`config.mk`:
```
export PLATFORM = sky130hd
export DESIGN_NAME = serial_result_shifter
export DESIGN_NICKNAME = d
export VERILOG_FILES = /design/src/rtl/rs_pkg.sv /design/src/rtl/rs_clkdiv.sv /design/src/rtl/rs_input_cond.sv /design/src/rtl/rs_shift_seq.sv /design/src/rtl/serial_result_shifter.sv
export SDC_FILE = /design/constraint.sdc
export NUM_CORES = 1
export LEC_CHECK = 0
export BUFFER_PORTS_ARGS = -buffer_cell sky130_fd_sc_hd__buf_2
export CELL_PAD_IN_SITES_DETAIL_PLACEMENT = 1
export CELL_PAD_IN_SITES_GLOBAL_PLACEMENT = 2
export CORE_UTILIZATION = 40
export CTS_CLUSTER_DIAMETER = 120
export DETAILED_ROUTE_END_ITERATION = 12
export GPL_TIMING_DRIVEN = 1
export PLACE_DENSITY_LB_ADDON = 0.1
export SYNTH_ARGS = -nofsm -noshare
export SYNTH_HDL_FRONTEND = slang
export SYNTH_HIERARCHICAL = 1
export SYNTH_SLANG_ARGS = --single-unit
```
`constraint.sdc`:
```
create_clock -name clk -period 5.4 [get_ports clk]
set_input_delay 0.54 -clock clk [delete_from_list [all_inputs] [get_ports clk]]
set_output_delay 0.54 -clock clk [all_outputs]
set_load 0.05 [all_outputs]
```
`src/rtl/rs_pkg.sv`:
```
package rs_pkg;

    typedef enum logic [1:0] {
        SK_IDLE,
        SK_SYNC,
        SK_DATA,
        SK_TAG
    } slot_kind_e;

    typedef enum logic {
        CK_INT = 1'b0,
        CK_EXT = 1'b1
    } clk_src_e;

    typedef struct packed {
        logic sdata;
        logic sync;
    } ser_pins_t;

    // Classify a slot index inside a frame of w result bits.
    function automatic slot_kind_e kind_of(input logic busy,
                                           input int unsigned slot,
                                           input int unsigned w);
        if (!busy)        return SK_IDLE;
        if (slot == 0)    return SK_SYNC;
        if (slot <= w)    return SK_DATA;
        return SK_TAG;
    endfunction

endpackage

```
`src/rtl/rs_clkdiv.sv`:
```
module rs_clkdiv #(
    parameter int HALF_DIV = 8
) (
    input  logic clk,
    input  logic rst,
    input  logic run_i,
    output logic tick_o,
    output logic level_o
);
    localparam int PERIOD = 2 * HALF_DIV;
    localparam int CNT_W  = (PERIOD > 1) ? $clog2(PERIOD) : 1;

    logic [CNT_W-1:0] cnt_q;

    always_ff @(posedge clk) begin
        if (rst || !run_i) begin
            cnt_q <= '0;
        end else if (cnt_q == CNT_W'(PERIOD - 1)) begin
            cnt_q <= '0;
        end else begin
            cnt_q <= cnt_q + 1'b1;
        end
    end

    assign tick_o  = run_i && (cnt_q == CNT_W'(PERIOD - 1));
    assign level_o = run_i && (cnt_q >= CNT_W'(HALF_DIV));

    // counter advances by one per cycle inside a slot
    a_r3_count_step: assert property (@(posedge clk) disable iff (rst)
        (run_i && cnt_q != CNT_W'(PERIOD - 1)) |=> (!run_i || cnt_q == $past(cnt_q) + 1'b1));

    // clock level falls back to low once the divider stops
    a_r7_stop_low: assert property (@(posedge clk) disable iff (rst)
        !run_i |=> (!run_i -> !level_o));

endmodule

```
`src/rtl/rs_input_cond.sv`:
```
module rs_input_cond #(
    parameter int SYNC_STAGES = 2
) (
    input  logic clk,
    input  logic rst,
    input  logic dclk_ext_i,
    input  logic cs_n_i,
    input  logic rc_i,
    output logic ext_fall_o,
    output logic rd_rise_o
);
    logic [SYNC_STAGES:0] pipe_q;
    logic                 rd_q;
    logic                 rd_now;

    assign rd_now = !cs_n_i && rc_i;

    always_ff @(posedge clk) begin
        if (rst) begin
            pipe_q <= '0;
            rd_q   <= 1'b0;
        end else begin
            pipe_q <= {pipe_q[SYNC_STAGES-1:0], dclk_ext_i};
            rd_q   <= rd_now;
        end
    end

    assign ext_fall_o = pipe_q[SYNC_STAGES] && !pipe_q[SYNC_STAGES-1];
    assign rd_rise_o  = rd_now && !rd_q;

    // one slot step per external falling edge
    a_r8_single_fall: assert property (@(posedge clk) disable iff (rst)
        ext_fall_o |=> !ext_fall_o);

endmodule

```
`src/rtl/rs_shift_seq.sv`:
```
module rs_shift_seq
    import rs_pkg::*;
#(
    parameter int WIDTH   = 12,
    parameter int TAG_LEN = 4
) (
    input  logic             clk,
    input  logic             rst,
    input  logic             start_i,
    input  logic [WIDTH-1:0] load_i,
    input  logic             tick_i,
    input  logic             tag_i,
    output logic             busy_o,
    output ser_pins_t        pins_o
);
    localparam int LAST   = WIDTH + TAG_LEN;
    localparam int SLOT_W = $clog2(LAST + 1);

    logic              busy_q;
    logic [SLOT_W-1:0] slot_q;
    logic [WIDTH-1:0]  sh_q;
    logic              tag_q;
    slot_kind_e        kind;

    always_ff @(posedge clk) begin
        if (rst) begin
            busy_q <= 1'b0;
            slot_q <= '0;
            sh_q   <= '0;
            tag_q  <= 1'b0;
        end else if (!busy_q) begin
            if (start_i) begin
                busy_q <= 1'b1;
                slot_q <= '0;
                sh_q   <= load_i;
            end
        end else if (tick_i) begin
            if (slot_q == SLOT_W'(LAST)) begin
                busy_q <= 1'b0;
                slot_q <= '0;
            end else begin
                slot_q <= slot_q + 1'b1;
                if (slot_q >= SLOT_W'(1) && slot_q < SLOT_W'(WIDTH)) begin
                    sh_q <= {sh_q[WIDTH-2:0], 1'b0};
                end
                if (slot_q >= SLOT_W'(WIDTH)) begin
                    tag_q <= tag_i;
                end
            end
        end
    end

    assign kind   = kind_of(busy_q, 32'(slot_q), WIDTH);
    assign busy_o = busy_q;

    always_comb begin
        pins_o = '0;
        unique case (kind)
            SK_SYNC: pins_o.sync  = 1'b1;
            SK_DATA: pins_o.sdata = sh_q[WIDTH-1];
            SK_TAG:  pins_o.sdata = tag_q;
            default: pins_o       = '0;
        endcase
    end

    // word in flight moves only on a clock step
    a_r10_word_frozen: assert property (@(posedge clk) disable iff (rst)
        (busy_q && !tick_i) |=> $stable(sh_q));

    // a start request during a transfer does not rewind the slot
    a_r10_no_restart: assert property (@(posedge clk) disable iff (rst)
        (busy_q && start_i && !tick_i) |=> (busy_q && $stable(slot_q)));

    // slot index never passes the end of the frame
    a_r6_slot_bound: assert property (@(posedge clk) disable iff (rst)
        busy_q |-> (slot_q <= SLOT_W'(LAST)));

    // sync appears only right after a start or never again in a frame
    a_r4_sync_entry: assert property (@(posedge clk) disable iff (rst)
        $rose(pins_o.sync) |-> $rose(busy_q));

endmodule

```
`src/rtl/serial_result_shifter.sv`:
```
module serial_result_shifter
    import rs_pkg::*;
#(
    parameter int WIDTH       = 12,
    parameter int TAG_LEN     = 4,
    parameter int HALF_DIV    = 8,
    parameter int SYNC_STAGES = 2
) (
    input  logic             clk,
    input  logic             rst,
    input  logic [WIDTH-1:0] result_i,
    input  logic             result_valid_i,
    input  logic             ext_clk_sel_i,
    input  logic             dclk_ext_i,
    input  logic             cs_n_i,
    input  logic             rc_i,
    input  logic             tag_i,
    output logic             sdata_o,
    output logic             sync_o,
    output logic             dclk_o,
    output logic             dclk_oe_o
);
    clk_src_e         src_now;
    clk_src_e         src_q;
    logic [WIDTH-1:0] word_q;
    logic             busy;
    logic             start;
    logic [WIDTH-1:0] load;
    logic             div_tick;
    logic             div_level;
    logic             ext_fall;
    logic             rd_rise;
    logic             tick;
    ser_pins_t        pins;

    assign src_now = clk_src_e'(ext_clk_sel_i);

    always_ff @(posedge clk) begin
        if (rst) begin
            word_q <= '0;
            src_q  <= CK_INT;
        end else begin
            if (result_valid_i) word_q <= result_i;
            if (!busy && start) src_q <= src_now;
        end
    end

    assign start = (src_now == CK_EXT) ? rd_rise : result_valid_i;
    assign load  = (src_now == CK_EXT) ? word_q  : result_i;
    assign tick  = (src_q == CK_EXT) ? ext_fall : div_tick;

    rs_input_cond #(
        .SYNC_STAGES(SYNC_STAGES)
    ) u_cond (
        .clk        (clk),
        .rst        (rst),
        .dclk_ext_i (dclk_ext_i),
        .cs_n_i     (cs_n_i),
        .rc_i       (rc_i),
        .ext_fall_o (ext_fall),
        .rd_rise_o  (rd_rise)
    );

    rs_clkdiv #(
        .HALF_DIV(HALF_DIV)
    ) u_div (
        .clk     (clk),
        .rst     (rst),
        .run_i   (busy && src_q == CK_INT),
        .tick_o  (div_tick),
        .level_o (div_level)
    );

    rs_shift_seq #(
        .WIDTH  (WIDTH),
        .TAG_LEN(TAG_LEN)
    ) u_seq (
        .clk     (clk),
        .rst     (rst),
        .start_i (start),
        .load_i  (load),
        .tick_i  (tick),
        .tag_i   (tag_i),
        .busy_o  (busy),
        .pins_o  (pins)
    );

    assign sdata_o   = pins.sdata;
    assign sync_o    = pins.sync;
    assign dclk_o    = div_level;
    assign dclk_oe_o = (src_now == CK_INT);

    // no internal clock activity between frames
    a_r7_idle_quiet: assert property (@(posedge clk) disable iff (rst)
        !busy |-> !dclk_o);

    // an external-clock frame never drives the internal clock
    a_r8_ext_silent: assert property (@(posedge clk) disable iff (rst)
        (busy && src_q == CK_EXT) |-> !dclk_o);

    // the held word follows each latched result
    a_r9_word_latch: assert property (@(posedge clk) disable iff (rst)
        result_valid_i |=> (word_q == $past(result_i)));

endmodule

```
==> impl_metrics.env, run 1 <==
export IMPL_start_kind="flip-flop"
export IMPL_maxSlewHeadroom_pct=46.5
export IMPL_placed_cells=294
export IMPL_grt_pass1_vias=1645
export IMPL_synth_edff_count=0
export IMPL_cts_sinks=40
export IMPL_fin_area_um2=2340
export IMPL_yosysTopAreaCellShare_pct=37.7
export IMPL_ios=24
export IMPL_vias=1586
export IMPL_cts_made_buffers=5
export IMPL_hold_path_depth=2
export IMPL_cts_root_buf="clkbuf_8"
export IMPL_clk_transition_reported_paths_ns=0.08
export IMPL_p_total_uw=615
export IMPL_endpoint_kind="flip-flop"
export IMPL_avgRoutedWirePerCell_um=14.9
export IMPL_max_stage_delay_ns=0.54
export IMPL_drc=0
export IMPL_rows=26
export IMPL_synthDistinctLibCells=44
export IMPL_maxSlewViolCount=0
export IMPL_r2r_end="u_seq/sh_q[11]"
export IMPL_antenna_cells=0
export IMPL_syn_to_final_growth_pct=10.2
export IMPL_slowest_stage="a2111o_1"
export IMPL_regToRegSetupSlack_ns=2.90
export IMPL_dr_pass1_iters=4
export IMPL_arrival_ns=2.63
export IMPL_drv_cap=0
export IMPL_synthCells=214
export IMPL_min_from="cs_n_i"
export IMPL_seq_area_frac_synth_pct=37.7
export IMPL_drive_gt1_share_pct=31.0
export IMPL_rsz0062_at_grt="false"
export IMPL_grt_total_usage_pct=18.1
export IMPL_hold_class="input port to flip-flop"
export IMPL_first_iter_violations=80
export IMPL_max_vdd_ir_drop_uv=125
export IMPL_grt_overflow=0
export IMPL_dieArea_um2=5610
export IMPL_timing_final_crit_share_pct=46.3
export IMPL_hpwl_um=3230
export IMPL_setup_ws_ns=2.90
export IMPL_synth_cell_area_um2=2130
export IMPL_place_ws_ns=2.90
export IMPL_finalHoldViolations=0
export IMPL_syn_nets=239
export IMPL_reg2reg_from="u_div/cnt_q[0]"
export IMPL_syn_area_per_cell_um2=9.93
export IMPL_tns_ns=0
export IMPL_htree_levels=2
export IMPL_worst_slew_pin_transition_ns=0.802
export IMPL_setup_viol=0
export IMPL_cts_tree="done"
export IMPL_fmax_ghz=0.400
export IMPL_core_area_um2=5110
export IMPL_initial_core_util_pct=41.6
export IMPL_worstSetupPathType="flip-flop to flip-flop"
export IMPL_chipWidth_um=74.9
export IMPL_synthArstFlopShare_pct=0
export IMPL_io_buffers=23
export IMPL_status="finished, final reports clean"
export IMPL_rr_worst_depth=7
export IMPL_crit_chain="ha_1 -> and3_2 -> mux2_2 -> nand2_1 -> a2111o_1 -> and2_4 -> a211oi_1"
export IMPL_post_cts_buffers=0
export IMPL_cts_path_max_buffers=2
export IMPL_place_gp_congestion=0.719
export IMPL_grt_max_degree=39
export IMPL_cts_resized=0
export IMPL_powerDensity_nw_per_um2=263
export IMPL_final_setup_skew_ns=0.00544
export IMPL_antenna_left=0
export IMPL_placed_area_um2=2250
export IMPL_ys_seq_elements=40
export IMPL_synthFlopType="dfxtp_1"
export IMPL_path_max_fanout=13
export IMPL_routed_wl_um=4490
export IMPL_worstPathRequired_ns=5.53
export IMPL_antenna_found_initial=0
export IMPL_cellLeakagePower_nw=0.906
export IMPL_yosys_area_top_type="dfxtp_1"
export IMPL_clk_latency_ns=0.28
export IMPL_fin_crit_ns=2.50
export IMPL_cts_hold_buf=0
export IMPL_yosysWarnings=6
export IMPL_die_h_um=74.9
export IMPL_vias_per_cell=5.25
export IMPL_grt_first_pass_wirelength_um=7570
export IMPL_layout_cells_non_filler=302
export IMPL_min_to="u_cond/rd_q"
export IMPL_yosys_top_cells_area="dfxtp_1 38%, mux2_2 7.4%, mux2i_1 6.6%, a221oi_2 6.4%, a211oi_2 5.9%"
export IMPL_fin_nets=256
[power breakdown]
group	leakage, nW	switching (mW)	internal, mW	total (mW)
logic	0.527	0.0518	0.0414	0.0932
registers	0.328	0.00905	0.311	0.320
clock network	0.0510	0.100	0.102	0.202
[how the worst max path moves through the flow]
stage / from / end
after detailed placement: src_q / u_seq/sh_q[11]
after floorplan: u_seq/busy_o / u_seq/sh_q[2]
final: u_div/cnt_q[0] / u_seq/sh_q[11]
after global routing: src_q / u_seq/sh_q[11]
after CTS: u_div/cnt_q[0] / u_seq/sh_q[11]
after global placement: src_q / u_seq/sh_q[11]
[cell type report]
type                       instances  area, um^2
fill                             598        2770
multi-input combinational        139        1160
sequential                        40         801
timing repair buffer              24         123
tap                               70        87.6
clock buffer                       6        82.6
inverter                          21        78.8
clock inverter                     2        10.0
[metal layers]
layer | part of all wire, % | track usage (%) | wire length [um]
met5 | 0 | 0 | 0
met4 | 0.56 | 5.03 | 25
met3 | 2.0 | 4.02 | 92
met2 | 55 | 33.5 | 2460
met1 | 43 | 20.9 | 1910
[worst max-delay path: cells and delay by family, from the launching register on]
kind,cells,cell delay [ns]
simple gates,3,0.83
compound gates,2,0.64
flops,1,0.35
fa+ha+maj,1,0.27
mux,1,0.25
[layout by cell type, fill, tap and decap left out, types with 2 or more instances in the layout]
| cell type | instances |
|---|---|
| mux2i_1 | 14 |
| clkbuf_8 | 6 |
| nand3_1 | 4 |
| clkinv_2 | 2 |
| o21ai_0 | 4 |
| nor3_1 | 2 |
| nor3b_2 | 2 |
| a221oi_1 | 2 |
| mux2_2 | 14 |
| a221oi_2 | 9 |
| a21oi_1 | 8 |
| nor2_1 | 20 |
| a211oi_2 | 10 |
| dfxtp_1 | 40 |
| and2_1 | 3 |
| ha_1 | 5 |
| a311oi_1 | 3 |
| nor2b_1 | 15 |
| and2b_1 | 2 |
| inv_1 | 20 |
| nand2b_1 | 3 |
| buf_2 | 23 |
[stage by stage]
step | util, % | hold slack (ns)
3_5_place_dp | 44.0 | 0.428
3_3_place_gp | 44.0 | 0.430
6_report | 45.9 | 0.444
5_1_grt | 45.9 | 0.427
2_1_floorplan | - | 0.414
4_1_cts | 45.9 | 0.433
[cell usage after synthesis (2+ instances only)]
master	count
mux2i_1	14
buf_6	3
nor2b_1	15
mux2_2	14
a211oi_2	10
a221oi_2	9
a21oi_1	8
buf_2	3
a221oi_1	2
nand2b_1	3
nand3_1	4
and2b_1	2
a311oi_1	3
inv_1	20
and2_1	3
clkbuf_1	5
nor2_1	20
dfxtp_1	40
ha_1	5
buf_4	2
nor3b_2	2
o21ai_0	4
nor3_1	2
[cell families (layout without fill, tap and decap cells)]
group | count (synthesis) | after routing | synth area share, %
simple gates | 60 | 60 | 16.2
mux | 28 | 28 | 14.0
buf+inv | 35 | 53 | 7.77
fa+ha+maj | 5 | 5 | 2.94
flops | 40 | 40 | 37.7
xor+xnor | 1 | 1 | 0.412
compound gates | 45 | 45 | 21.0
[registers in the layout (all words and copies together) (netlist names)]
register and cells:
u_seq/busy_o 1, word_q 12, u_cond/rd_q 1, u_div/cnt_q 4, u_seq/slot_q 5, u_seq/tag_q 1, u_cond/pipe_q 3, u_seq/sh_q 12
src_q 1
Power figures use the tool's default switching activity.
==> run 2: changes to the inputs <==
--- a/config.mk
+++ b/config.mk
@@ -8,7 +8,7 @@
 export BUFFER_PORTS_ARGS = -buffer_cell sky130_fd_sc_hd__buf_2
 export CELL_PAD_IN_SITES_DETAIL_PLACEMENT = 1
 export CELL_PAD_IN_SITES_GLOBAL_PLACEMENT = 2
-export CORE_UTILIZATION = 40
+export CORE_UTILIZATION = 37
 export CTS_CLUSTER_DIAMETER = 120
 export DETAILED_ROUTE_END_ITERATION = 12
 export GPL_TIMING_DRIVEN = 1
==> constraint.sdc (replaced) <==
create_clock -name clk -period 2.4 [get_ports clk]
set_input_delay 0.24 -clock clk [delete_from_list [all_inputs] [get_ports clk]]
set_output_delay 0.24 -clock clk [all_outputs]
set_load 0.05 [all_outputs]
==> run 2 against run 1 <==
Against the previous run: global-route usage fell by 0.70 points; cell count rose by 2.0%; worst setup slack worse by 2.7 ns; first-iteration DRC count fell by 33%.
==> impl_metrics.env, run 2 (synthesis results as in run 1) <==
export IMPL_cts_path_max_buffers=2
export IMPL_hpwl_um=3330
export IMPL_top_usage_layer="met2"
export IMPL_hold_class="input port to flip-flop"
export IMPL_max_vdd_ir_drop_uv=298
export IMPL_gr_usage_met2_pct=32.9
export IMPL_layout_commonest_cell="dfxtp_1"
export IMPL_vias=1606
export IMPL_maxSlewViolCount=0
export IMPL_avgRoutedWirePerCell_um=15.3
export IMPL_grt_util_met3_pct=3.65
export IMPL_ios=24
export IMPL_grt_pass1_vias=1719
export IMPL_finalHoldViolations=0
export IMPL_cts_tree="done"
export IMPL_grt_max_degree=31
export IMPL_setup_viol=0
export IMPL_status="finished, final reports clean"
export IMPL_slowest_stage="a2111o_1"
export IMPL_drv_cap=0
export IMPL_powerDensity_nw_per_um2=624
export IMPL_final_setup_skew_ns=0.00204
export IMPL_syn_to_final_growth_pct=12.7
export IMPL_antenna_found_initial=0
export IMPL_post_cts_buffers=0
export IMPL_place_ws_ns=0.165
export IMPL_cts_resized=0
export IMPL_top_regs="u_seq/sh_q (12), word_q (12), u_seq/slot_q (5)"
export IMPL_routed_wl_um=4710
export IMPL_htree_levels=2
export IMPL_dr_pass1_iters=4
export IMPL_place_gp_congestion=0.735
export IMPL_antenna_left=0
export IMPL_seqCellArea_um2=801
export IMPL_endpoint_kind="flip-flop"
export IMPL_rows=27
export IMPL_fin_area_um2=2390
export IMPL_placed_area_um2=2280
export IMPL_start_kind="flip-flop"
export IMPL_timing_final_crit_share_pct=93.1
export IMPL_path_max_fanout=8
export IMPL_fmax_ghz=0.447
export IMPL_tns_ns=0
export IMPL_p_total_mw=1.50
export IMPL_die_h_um=77.8
export IMPL_multiInputGateArea_um2=1160
export IMPL_cp_top_family="compound AO/OA/AOI/OAI gates"
export IMPL_worstSetupPathType="flip-flop to flip-flop"
export IMPL_grt_total_usage_pct=17.4
export IMPL_worstPathRequired_ns=2.58
export IMPL_grt_first_pass_wirelength_um=8200
export IMPL_fin_crit_ns=2.24
export IMPL_hold_ws_ns=0.133
export IMPL_vias_per_cell=5.21
export IMPL_core_area_um2=5510
export IMPL_io_buffers=23
export IMPL_initial_core_util_pct=38.6
export IMPL_cts_made_buffers=5
export IMPL_drive_gt1_share_pct=32.6
export IMPL_cts_root_buf="clkbuf_8"
export IMPL_cts_sinks=40
export IMPL_use_met1_pct=19.1
export IMPL_cellLeakagePower_nw=0.927
export IMPL_rsz0062_at_grt="false"
export IMPL_dieArea_um2=6050
export IMPL_final_cell_mix="40 x dfxtp_1, 23 x buf_2, 20 x inv_1, 20 x nor2_1, 15 x nor2b_1"
export IMPL_cts_hold_buf=0
export IMPL_crit_buf_inv=1
export IMPL_clk_latency_ns=0.29
export IMPL_max_stage_delay_ns=0.46
export IMPL_fin_nets=260
export IMPL_worst_slew_pin_transition_ns=0.582
export IMPL_first_iter_violations=54
export IMPL_crit_chain="ha_1 -> and3_2 -> mux2_2 -> nand2_1 -> a2111o_1 -> buf_4 -> a221oi_2 -> a211oi_2"
export IMPL_chipWidth_um=77.8
export IMPL_clk_transition_reported_paths_ns=0.08
export IMPL_drc=0
export IMPL_antenna_cells=0
export IMPL_fill_cells=640
export IMPL_arrival_ns=2.41
export IMPL_grt_overflow=0
export IMPL_maxSlewHeadroom_pct=61.2
export IMPL_setup_ws_ns=0.165
-- run 2: cell count changes in the layout (fill, tap and decap cells not counted), sizes merged --
cell / before / now
buf: 24 / 28
bufinv: 0 / 1
clkbuf: 6 / 5
clkinv: 2 / 1
clkinvlp: 0 / 1
-- run 2: stage by stage --
stage               std cells  util (%)
finish                    308      43.5
floorplan                 214         -
global placement          300      41.5
global route              308      43.5
CTS                       308      43.5
detailed placement        300      41.5
-- run 2: final cells by class --
cell class | count | area share (%)
well taps | 72 | 3.76
flip-flops and latches | 40 | 33.4
clock buffers | 5 | 2.87
inverters | 21 | 3.29
clock inverters | 3 | 1.78
repair buffers | 28 | 6.37
multi-input cells | 139 | 48.5
-- run 2: routing by layer --
metal,routed length [um],up-vias,share of wire (%)
met4,61,0,1.3
met2,2530,15,54
met3,102,5,2.2
li1,-,796,-
met5,0,-,0
met1,2020,790,43
-- run 2: report_power, final --
| group | leakage (nW) | switching [mW] | internal, mW |
|---|---|---|---|
| Sequential | 0.328 | 0.0221 | 0.699 |
| Clock | 0.0541 | 0.253 | 0.308 |
| Combinational | 0.545 | 0.117 | 0.0960 |
-- run 2: final timing paths --
| check | from | endpoint | slack [ns] | cells after the start |
|---|---|---|---|---|
| setup / recovery | u_div/cnt_q[0] | u_seq/sh_q[8] | 0.16 | 8 |
| hold reg to reg | u_cond/pipe_q[0] | u_cond/pipe_q[1] | 0.46 | 1 |
| setup reg to reg | u_div/cnt_q[0] | u_seq/sh_q[8] | 0.16 | 8 |
| hold / removal | cs_n_i | u_cond/rd_q | 0.13 | 2 |
==> run 3: changes to the inputs <==
--- a/config.mk
+++ b/config.mk
@@ -5,10 +5,10 @@
 export SDC_FILE = /design/constraint.sdc
 export NUM_CORES = 1
 export LEC_CHECK = 0
-export BUFFER_PORTS_ARGS = -buffer_cell sky130_fd_sc_hd__buf_2
+export BUFFER_PORTS_ARGS = -buffer_cell sky130_fd_sc_hd__buf_4
 export CELL_PAD_IN_SITES_DETAIL_PLACEMENT = 1
 export CELL_PAD_IN_SITES_GLOBAL_PLACEMENT = 2
-export CORE_UTILIZATION = 37
+export CORE_UTILIZATION = 35
 export CTS_CLUSTER_DIAMETER = 120
 export DETAILED_ROUTE_END_ITERATION = 12
 export GPL_TIMING_DRIVEN = 1
==> run 3 against run 2 <==
Against the previous run: via count is 1.3% lower; global-route usage is 1.1 points lower; combinational power is 5% higher; power is 6.6% higher; core utilization is 1.6 points lower; sequential power hardly changed; wire length is 0.17% higher; worst setup slack worse by 0.013 ns; largest power group unchanged; highest routed layer unchanged.
==> impl_metrics.env, run 3 (synthesis results as in run 1) <==
export IMPL_status="finished, final reports clean"
export IMPL_grt_util_met3_pct=3.77
export IMPL_grt_max_degree=39
export IMPL_setup_viol=0
export IMPL_drc=0
export IMPL_hold_class="input port to flip-flop"
export IMPL_post_cts_buffers=0
export IMPL_grt_pass1_vias=1634
export IMPL_fin_crit_ns=2.25
export IMPL_top_usage_layer="met2"
export IMPL_grt_first_pass_wirelength_um=7910
export IMPL_cts_resized=0
export IMPL_setup_ws_ns=0.152
export IMPL_cts_root_buf="clkbuf_8"
export IMPL_hpwl_um=3370
export IMPL_finalHoldViolations=0
export IMPL_maxSlewHeadroom_pct=68.2
export IMPL_worst_slew_pin_transition_ns=0.477
export IMPL_p_total_mw=1.59
export IMPL_cts_hold_buf=0
export IMPL_worstPathRequired_ns=2.57
export IMPL_syn_to_final_growth_pct=16.0
export IMPL_place_gp_congestion=0.825
export IMPL_cts_sinks=40
export IMPL_antenna_cells=0
export IMPL_max_vdd_ir_drop_uv=217
export IMPL_vias=1585
export IMPL_avgRoutedWirePerCell_um=15.3
export IMPL_die_h_um=79.9
export IMPL_clk_latency_ns=0.30
export IMPL_maxSlewViolCount=0
export IMPL_cts_made_buffers=5
export IMPL_place_ws_ns=0.200
export IMPL_cts_path_max_buffers=2
export IMPL_routed_wl_um=4720
export IMPL_gr_usage_met2_pct=29.2
export IMPL_cts_tree="done"
export IMPL_chipWidth_um=79.9
export IMPL_core_area_um2=5890
export IMPL_start_kind="flip-flop"
export IMPL_fin_nets=259
export IMPL_grt_total_usage_pct=16.4
export IMPL_final_cell_mix="40 x dfxtp_1, 27 x buf_4, 20 x inv_1, 20 x nor2_1, 15 x nor2b_1"
export IMPL_drive_gt1_share_pct=32.1
export IMPL_final_setup_skew_ns=0.0123
export IMPL_tns_ns=0
export IMPL_arrival_ns=2.42
export IMPL_io_buffers=23
export IMPL_powerDensity_nw_per_um2=646
export IMPL_clk_transition_reported_paths_ns=0.08
export IMPL_ios=24
export IMPL_dr_pass1_iters=4
export IMPL_timing_final_crit_share_pct=93.7
export IMPL_initial_core_util_pct=36.1
export IMPL_fmax_ghz=0.445
export IMPL_endpoint_kind="flip-flop"
export IMPL_rows=28
export IMPL_dieArea_um2=6390
export IMPL_top_regs="u_seq/sh_q (12), word_q (12), u_seq/slot_q (5)"
export IMPL_htree_levels=2
export IMPL_layout_commonest_cell="dfxtp_1"
export IMPL_vias_per_cell=5.13
export IMPL_drv_cap=0
export IMPL_worstSetupPathType="flip-flop to flip-flop"
export IMPL_antenna_left=0
export IMPL_cellLeakagePower_nw=0.950
export IMPL_rsz0062_at_grt="false"
export IMPL_first_iter_violations=39
export IMPL_antenna_found_initial=0
export IMPL_grt_overflow=0
export IMPL_path_max_fanout=8
export IMPL_use_met1_pct=18.7
-- run 3: cell types whose count changed in the layout (fill, tap and decap cells not counted), sizes merged --
cell,delta
clkinvlp,-1
clkinv,-1
buf,-1
bufinv,+1
-- run 3: worst paths after layout --
check / start / end / slack (ns) / cells after the start
worst max register to register: u_div/cnt_q[0] / u_seq/sh_q[2] / 0.15 / 8
worst min-delay path: cs_n_i / u_cond/rd_q / 0.12 / 2
worst min register to register: u_cond/pipe_q[0] / u_cond/pipe_q[1] / 0.44 / 1
worst max-delay path: u_div/cnt_q[0] / u_seq/sh_q[2] / 0.15 / 8
-- run 3: stage by stage --
step / instances / instance area [um^2] / hold WS, ns / utilization, %
2_1_floorplan: 214 / 2130 / 0.309 / -
3_3_place_gp: 302 / 2340 / 0.418 / 39.7
3_5_place_dp: 302 / 2340 / 0.429 / 39.7
4_1_cts: 309 / 2470 / 0.109 / 41.9
5_1_grt: 309 / 2470 / 0.102 / 41.9
6_report: 309 / 2470 / 0.116 / 41.9
-- run 3: layer usage --
metal | wire length [um] | part of all wire [%]
met5 | 0 | 0
met4 | 68 | 1.4
met3 | 117 | 2.5
met2 | 2460 | 52
met1 | 2070 | 44
-- run 3: cell type report --
type	count	area, um^2
fill	682	3420
multi-input combinational	139	1160
sequential	40	801
timing repair buffer	27	203
tap	75	93.8
inverter	21	78.8
clock buffer	5	68.8
clock inverter	2	60.1
-- run 3: where the power goes --
part / switching, mW / internal (mW)
logic: 0.118 / 0.105
registers: 0.0203 / 0.699
clock network: 0.241 / 0.410
total: 0.379 / 1.21
-- run 3: critical path: stages, from the launching register on --
cell	delay (ns)
dfxtp_1	0.39
ha_1	0.27
and3_2	0.20
mux2_2	0.14
nand2_1	0.07
a2111o_1	0.43
buf_4	0.23
a221oi_2	0.31
a211oi_2	0.08
